$ cat config.mk
export PLATFORM = sky130hd
export DESIGN_NAME = startup_delay_unit
export DESIGN_NICKNAME = d
export VERILOG_FILES = /design/src/rtl/sdu_pkg.sv /design/src/rtl/sdu_tick_gen.sv /design/src/rtl/sdu_cfg_reg.sv /design/src/rtl/sdu_delay_timer.sv /design/src/rtl/startup_delay_unit.sv
export SDC_FILE = /design/constraint.sdc
export NUM_CORES = 1
export LEC_CHECK = 0
export ABC_CLOCK_PERIOD_IN_PS = 3110
export BUFFER_PORTS_ARGS = -buffer_cell sky130_fd_sc_hd__buf_2
export CAP_MARGIN = 40
export CORE_AREA = 10 10 74 76
export DETAILED_ROUTE_END_ITERATION = 8
export DIE_AREA = 0 0 84 86
export GPL_TIMING_DRIVEN = 1
export PLACE_DENSITY = 0.76
export SETUP_SLACK_MARGIN = 0.4
export SLEW_MARGIN = 40
export SYNTH_ARGS = -nofsm -noshare
export SYNTH_HDL_FRONTEND = slang
export SYNTH_HIERARCHICAL = 1
export SYNTH_SLANG_ARGS = --single-unit
$ cat constraint.sdc
create_clock -name clk -period 3.11 [get_ports clk]
set_clock_uncertainty 0.2 [all_clocks]
set_input_delay 0.622 -clock clk [delete_from_list [all_inputs] [get_ports clk]]
set_output_delay 0.622 -clock clk [all_outputs]
set_load 0.02 [all_outputs]
$ cat src/rtl/sdu_pkg.sv
package sdu_pkg;
   localparam int unsigned WORD_W  = 16;
   localparam int unsigned CODE_W  = 3;
   localparam int unsigned FIXED_W = WORD_W - CODE_W;
   // exponent 5'b11111 followed by eight reserved zeros
   localparam logic [FIXED_W-1:0] FIXED_BITS = 13'h1F00;

   typedef enum logic [0:0] {
      TMR_IDLE = 1'b0,
      TMR_RUN  = 1'b1
   } tmr_state_t;
endpackage

$ cat src/rtl/sdu_tick_gen.sv
module sdu_tick_gen #(
   parameter int unsigned CLK_PER_US = 100
) (
   input  logic clk,
   input  logic rst_n,
   output logic tick
);
   if (CLK_PER_US < 1) begin : g_bad_div
      $error("sdu_tick_gen: CLK_PER_US must be at least 1");
   end

   if (CLK_PER_US == 1) begin : g_direct
      assign tick = 1'b1;
   end else begin : g_div
      localparam int unsigned DW = $clog2(CLK_PER_US);
      localparam logic [DW-1:0] LAST = DW'(CLK_PER_US - 1);
      logic [DW-1:0] div_q;

      always_ff @(posedge clk or negedge rst_n) begin
         if (!rst_n)             div_q <= '0;
         else if (div_q == LAST) div_q <= '0;
         else                    div_q <= div_q + 1'b1;
      end

      assign tick = (div_q == LAST);

      assert_div_range_R5: assert property (@(posedge clk) disable iff (!rst_n)
         div_q <= LAST);
   end
endmodule

$ cat src/rtl/sdu_cfg_reg.sv
module sdu_cfg_reg
   import sdu_pkg::*;
(
   input  logic              clk,
   input  logic              rst_n,
   input  logic              wr_en,
   input  logic [WORD_W-1:0] wr_data,
   input  logic              err_clr,
   output logic              wr_ack,
   output logic              wr_nack,
   output logic              err_summary,
   output logic              err_data,
   output logic [CODE_W-1:0] code
);
   logic              fixed_ok;
   logic [CODE_W-1:0] code_q;
   logic              ack_q, nack_q, sum_q, dat_q;

   assign fixed_ok = (wr_data[WORD_W-1:CODE_W] == FIXED_BITS);

   always_ff @(posedge clk or negedge rst_n) begin
      if (!rst_n) begin
         code_q <= '0;
         ack_q  <= 1'b0;
         nack_q <= 1'b0;
         sum_q  <= 1'b0;
         dat_q  <= 1'b0;
      end else begin
         ack_q  <= wr_en &&  fixed_ok;
         nack_q <= wr_en && !fixed_ok;
         if (wr_en && fixed_ok) code_q <= wr_data[CODE_W-1:0];
         // a new error in the same cycle as a clear wins
         if (wr_en && !fixed_ok) begin
            sum_q <= 1'b1;
            dat_q <= 1'b1;
         end else if (err_clr) begin
            sum_q <= 1'b0;
            dat_q <= 1'b0;
         end
      end
   end

   assign code        = code_q;
   assign wr_ack      = ack_q;
   assign wr_nack     = nack_q;
   assign err_summary = sum_q;
   assign err_data    = dat_q;

   assert_one_reply_R2: assert property (@(posedge clk) disable iff (!rst_n)
      wr_en |=> (wr_ack ^ wr_nack));
   assert_refused_keeps_R3: assert property (@(posedge clk) disable iff (!rst_n)
      (wr_en && !fixed_ok) |=> (code_q == $past(code_q)));
   assert_flags_pair_R4: assert property (@(posedge clk) disable iff (!rst_n)
      err_summary == err_data);
   assert_flag_sticky_R4: assert property (@(posedge clk) disable iff (!rst_n)
      (err_summary && !err_clr) |=> err_summary);
endmodule

$ cat src/rtl/sdu_delay_timer.sv
module sdu_delay_timer
   import sdu_pkg::*;
#(
   parameter int unsigned TICKS_C0   = 50,
   parameter int unsigned TICKS_C1   = 500,
   parameter int unsigned TICKS_C2   = 1000,
   parameter int unsigned TICKS_CMAX = 2000
) (
   input  logic              clk,
   input  logic              rst_n,
   input  logic              tick,
   input  logic              start_req,
   input  logic [CODE_W-1:0] code,
   output logic              ramp_go
);
   localparam int unsigned CW = $clog2(TICKS_CMAX + 1);

   if (TICKS_C0 < 1 || TICKS_C0 > TICKS_C1 || TICKS_C1 > TICKS_C2 ||
       TICKS_C2 > TICKS_CMAX) begin : g_bad_ticks
      $error("sdu_delay_timer: tick counts must be nonzero and ascending");
   end

   tmr_state_t    st_q;
   logic [CW-1:0] cnt_q, lim_q, lim_sel;
   logic          prev_q, go_q;

   always_comb begin
      case (code)
         3'd0:    lim_sel = CW'(TICKS_C0);
         3'd1:    lim_sel = CW'(TICKS_C1);
         3'd2:    lim_sel = CW'(TICKS_C2);
         default: lim_sel = CW'(TICKS_CMAX);
      endcase
   end

   always_ff @(posedge clk or negedge rst_n) begin
      if (!rst_n) begin
         st_q   <= TMR_IDLE;
         cnt_q  <= '0;
         lim_q  <= '0;
         prev_q <= 1'b0;
         go_q   <= 1'b0;
      end else begin
         prev_q <= start_req;
         go_q   <= 1'b0;
         case (st_q)
            TMR_IDLE: begin
               if (start_req && !prev_q) begin
                  st_q  <= TMR_RUN;
                  cnt_q <= '0;
                  lim_q <= lim_sel;
               end
            end
            TMR_RUN: begin
               if (!start_req) begin
                  st_q <= TMR_IDLE;
               end else if (tick) begin
                  if (cnt_q == lim_q - 1'b1) begin
                     go_q <= 1'b1;
                     st_q <= TMR_IDLE;
                  end else begin
                     cnt_q <= cnt_q + 1'b1;
                  end
               end
            end
            default: st_q <= TMR_IDLE;
         endcase
      end
   end

   assign ramp_go = go_q;

   assert_go_single_R8: assert property (@(posedge clk) disable iff (!rst_n)
      ramp_go |=> !ramp_go);
   assert_no_go_after_drop_R9: assert property (@(posedge clk) disable iff (!rst_n)
      !start_req |=> !ramp_go);
   assert_lim_hold_R10: assert property (@(posedge clk) disable iff (!rst_n)
      (st_q == TMR_RUN && $past(st_q) == TMR_RUN) |-> $stable(lim_q));
endmodule

$ cat src/rtl/startup_delay_unit.sv
module startup_delay_unit
   import sdu_pkg::*;
#(
   parameter int unsigned CLK_PER_US = 100,
   parameter int unsigned TICKS_C0   = 50,
   parameter int unsigned TICKS_C1   = 500,
   parameter int unsigned TICKS_C2   = 1000,
   parameter int unsigned TICKS_CMAX = 2000
) (
   input  logic        clk,
   input  logic        rst_n,
   input  logic        wr_en,
   input  logic [15:0] wr_data,
   output logic        wr_ack,
   output logic        wr_nack,
   output logic [15:0] rd_data,
   input  logic        err_clr,
   output logic        err_summary,
   output logic        err_data,
   input  logic        start_req,
   output logic        ramp_go
);
   logic [CODE_W-1:0] code;
   logic              tick;

   sdu_cfg_reg u_cfg (
      .clk        (clk),
      .rst_n      (rst_n),
      .wr_en      (wr_en),
      .wr_data    (wr_data),
      .err_clr    (err_clr),
      .wr_ack     (wr_ack),
      .wr_nack    (wr_nack),
      .err_summary(err_summary),
      .err_data   (err_data),
      .code       (code)
   );

   sdu_tick_gen #(.CLK_PER_US(CLK_PER_US)) u_tick (
      .clk  (clk),
      .rst_n(rst_n),
      .tick (tick)
   );

   sdu_delay_timer #(
      .TICKS_C0  (TICKS_C0),
      .TICKS_C1  (TICKS_C1),
      .TICKS_C2  (TICKS_C2),
      .TICKS_CMAX(TICKS_CMAX)
   ) u_tmr (
      .clk      (clk),
      .rst_n    (rst_n),
      .tick     (tick),
      .start_req(start_req),
      .code     (code),
      .ramp_go  (ramp_go)
   );

   assign rd_data = {FIXED_BITS, code};

   assert_ack_excl_R3: assert property (@(posedge clk) disable iff (!rst_n)
      !(wr_ack && wr_nack));
endmodule

==> results by group <==
Clocking
  • Num CTS Buffers: 5
  • Clk sinks: 35
  • H-tree lvl count: 2
  • Postcts setup bufs: 0
  • CTS max path bufs: 2
  • Clk Latency, worst-skew pair: 0.28 ns
  • Root Buffer: clkbuf_8
  • CTS clk-pin slew, worst paths: 0.06 ns
  • CTS tree: yes

Worst setup path
  • Delay-heaviest family, CP: compound AO/OA/AOI/OAI gates
  • Worst EP arrival: 2.51 ns
  • Max stage delay on crit path: 0.39 ns
  • Cell Chain, Critical Path: inv_1 > ha_1 > nor2b_1 > or3_1 > a32oi_2 > o211ai_4 > and2_2 > a221o_1
  • Setup crit end kind: register
  • Maximum fanout along the worst path: 12
  • Buffers & Inverters on Critical Path: 1
  • Crit Path Class: reg2reg
  • CP max-delay cell: dfrtp_1
  • Worst path required time: 3.08 ns
  • Crit path launch type: register

Outcome
  • Outcome: finished, final reports clean

Logic synthesis
  • Synth warn: 6
  • Main synth FF type: dfrtp_1
  • Post-synth EDFFs: 0
  • Mean post-synth cell area: 9.90 sq um
  • Synth cell types: 59
  • Ys async rst share: 100%
  • #FFs+latches synth: 35
  • Sequential area share after synthesis: 40.6%
  • Syn Std Cell Area: 2160 sq um
  • Cells after Synth: 218

Run
  • Max-cap violations: 0

Pwr
  • Final Power: 906 uW
  • Leakage: 1.13 nW
  • Pwr/cell area: 388 nW/um^2
  • Max VDD drop: 0.252 mV

Detailed routing
  • DRC: 0
  • Routed len/inst: 14.8 um
  • DR vias: 1632
  • WL final: 4.32 mm
  • Drt initial violations: 82
  • Antenna viol nets, final: 0
  • First-pass iteration count of the detailed router: 4
  • Vias per Instance: 5.59

Global routing
  • Vias in the first global route: 1636
  • Pin count of the biggest net entering global routing: 36
  • All-Layer GR Usage: 12.2%
  • Total grt overflow: 0
  • Initial antenna violation count: 0
  • Global-route wire length before repair: 7.47 mm

STA
  • Final Cycle Share: 81.8%
  • Finish-stage setup viols: 0
  • Final slew viol count: 0
  • Final hold vios: 0
  • Fmax: 0.393 GHz
  • Minimum clock period: 2.54 ns
  • Unrepaired setup endpoints after global routing: false
  • Final TNS setup: 0 ns

Cells and area
  • Area grow syn2layout: 8.12%
  • Fin nets: 267
  • Layout fillers: 371
  • Ant diodes: 0
  • Proportion of layout cells with a drive suffix above 1: 26.4%
  • Area of the multi-input gates: 1140 sq um
  • Reg area: 876 sq um

Die
  • Full die area: 7220 sq um
  • Chip Height: 86 um
  • Starting density of the core: 54.3%
  • I/O pin cnt: 42
  • Number of core rows: 23
  • Chip width: 84 um
  • Core area: 3970 sq um

Place
  • Routability cong.: 0.854
  • HPWL after DPL: 3.30 mm
  • Port Buffers: 28

Worst hold path
  • Worst Hold Class: in2async
-- sequential cells by signal (all words and copies together), names as in the netlist --
register,flops
u_cfg/code,3
u_tmr/prev_q,1
u_tmr/ramp_go,1
u_cfg/wr_nack,1
u_cfg/err_summary,1
u_cfg/wr_ack,1
u_tmr/st_q,1
u_tmr/cnt_q,11
u_tick/g_div.div_q,7
u_tmr/lim_q,8
-- kinds of logic after synthesis --
kind of cell | synth area share (%)
adders and majority gates | 1.74
AOI/OAI and AO/OA | 12.9
muxes | 3.01
and+or+nand+nor | 27.8
xor gates and xnor gates | 4.06
buffers and inverters | 9.56
other | 0.348
DFF | 40.6
-- layout make-up --
type | instances | share of cell area (%)
clock buffers | 6 | 3.11
inverters | 7 | 1.13
multi-input cells | 164 | 48.8
flip-flops and latches | 35 | 37.5
well taps | 50 | 2.68
repair buffers | 30 | 6.76
-- layout by cell type, fill, tap and decap left out, types with 3 or more instances in the layout --
master and instances:
dfrtp_1 35, buf_2 27, nand2_1 19, nor2_1 18
nand3_1 15, conb_1 13, inv_1 7, and3_1 7
o21ai_0 6, clkbuf_8 5, xnor2_1 5, xor2_1 5
a21oi_1 5, mux2_2 4, nand4_1 4, a221o_1 4
buf_4 3, and3_2 3, a31oi_1 3, ha_1 3
nor2b_1 3
-- timing repair --
item / 4_1_cts / 5_1_grt
endpoints found under the setup margin: 0 / 7
gates resized for setup: 0 / 5
hold buffers: 0 / 0
-- through the flow --
| step | cells | area, sq um | utilization [%] | setup WS [ns] | hold WS, ns |
|---|---|---|---|---|---|
| floorplan | 229 | 2200 | - | 0.740 | 0.126 |
| global placement | 286 | 2240 | 56.3 | 0.547 | 0.281 |
| detailed placement | 286 | 2240 | 56.3 | 0.494 | 0.286 |
| CTS | 292 | 2310 | 58.2 | 0.487 | 0.243 |
| global route | 292 | 2330 | 58.8 | 0.408 | 0.110 |
| finish | 292 | 2330 | 58.8 | 0.567 | 0.0781 |
-- metal layers --
metal  vias up  GRT usage (%)  routed length (um)
met4         0           5.18                  73
li1        805              -                   -
met3        10           4.16                 238
met5         -              0                   0
met2        45           19.7                2010
met1       772           14.3                2000
-- synthesized netlist by cell type, types with 2 or more instances --
cell type / number / area, sq um
a221o_1: 4 / 40.0
a311o_1: 2 / 20.0
conb_1: 2 / 7.51
o21ai_0: 6 / 30.0
a31oi_1: 3 / 18.8
nor2_1: 18 / 67.6
buf_6: 5 / 56.3
nand4_1: 4 / 25.0
dfrtp_1: 35 / 876
nor3_1: 2 / 10.0
nand3b_1: 2 / 15.0
and3_1: 7 / 43.8
buf_4: 14 / 105
nor3b_1: 2 / 15.0
xnor2_1: 5 / 43.8
and3_2: 3 / 22.5
buf_2: 2 / 10.0
nor2_2: 2 / 12.5
xor2_1: 5 / 43.8
a31o_2: 2 / 17.5
mux2i_1: 2 / 20.0
nor3_2: 2 / 20.0
nand2_1: 19 / 71.3
inv_1: 7 / 26.3
nor2b_1: 3 / 18.8
o21a_1: 2 / 15.0
or3_1: 2 / 12.5
nand3_1: 15 / 75.1
a21oi_1: 6 / 30.0
ha_1: 3 / 37.5
mux2_2: 4 / 45.0
-- where the power goes --
part	internal, mW	switching [mW]	leakage (nW)
sequential	0.469	0.0177	0.449
combinational	0.0486	0.0775	0.640
clock	0.149	0.144	0.0371
total	0.667	0.239	1.13
-- worst paths after layout --
path / to / cells after the start / start / slack [ns]
min in group clk: u_tick/g_div.div_q[0]$_DFF_PN0_ / 1 / u_tick/g_div.div_q[0]$_DFF_PN0_ / 0.30
min reg2reg: u_tick/g_div.div_q[0]$_DFF_PN0_ / 1 / u_tick/g_div.div_q[0]$_DFF_PN0_ / 0.30
min: u_tmr/cnt_q[6]$_DFFE_PN0P_ / 1 / rst_n / 0.08
max in group asynchronous: u_cfg/code[0]$_DFFE_PN0P_ / 1 / rst_n / 2.32
max: u_tmr/cnt_q[7]$_DFFE_PN0P_ / 8 / u_tmr/lim_q[1]$_DFFE_PN0P_ / 0.57
max reg2reg: u_tmr/cnt_q[7]$_DFFE_PN0P_ / 8 / u_tmr/lim_q[1]$_DFFE_PN0P_ / 0.57
(Power assumes the default switching activity.)
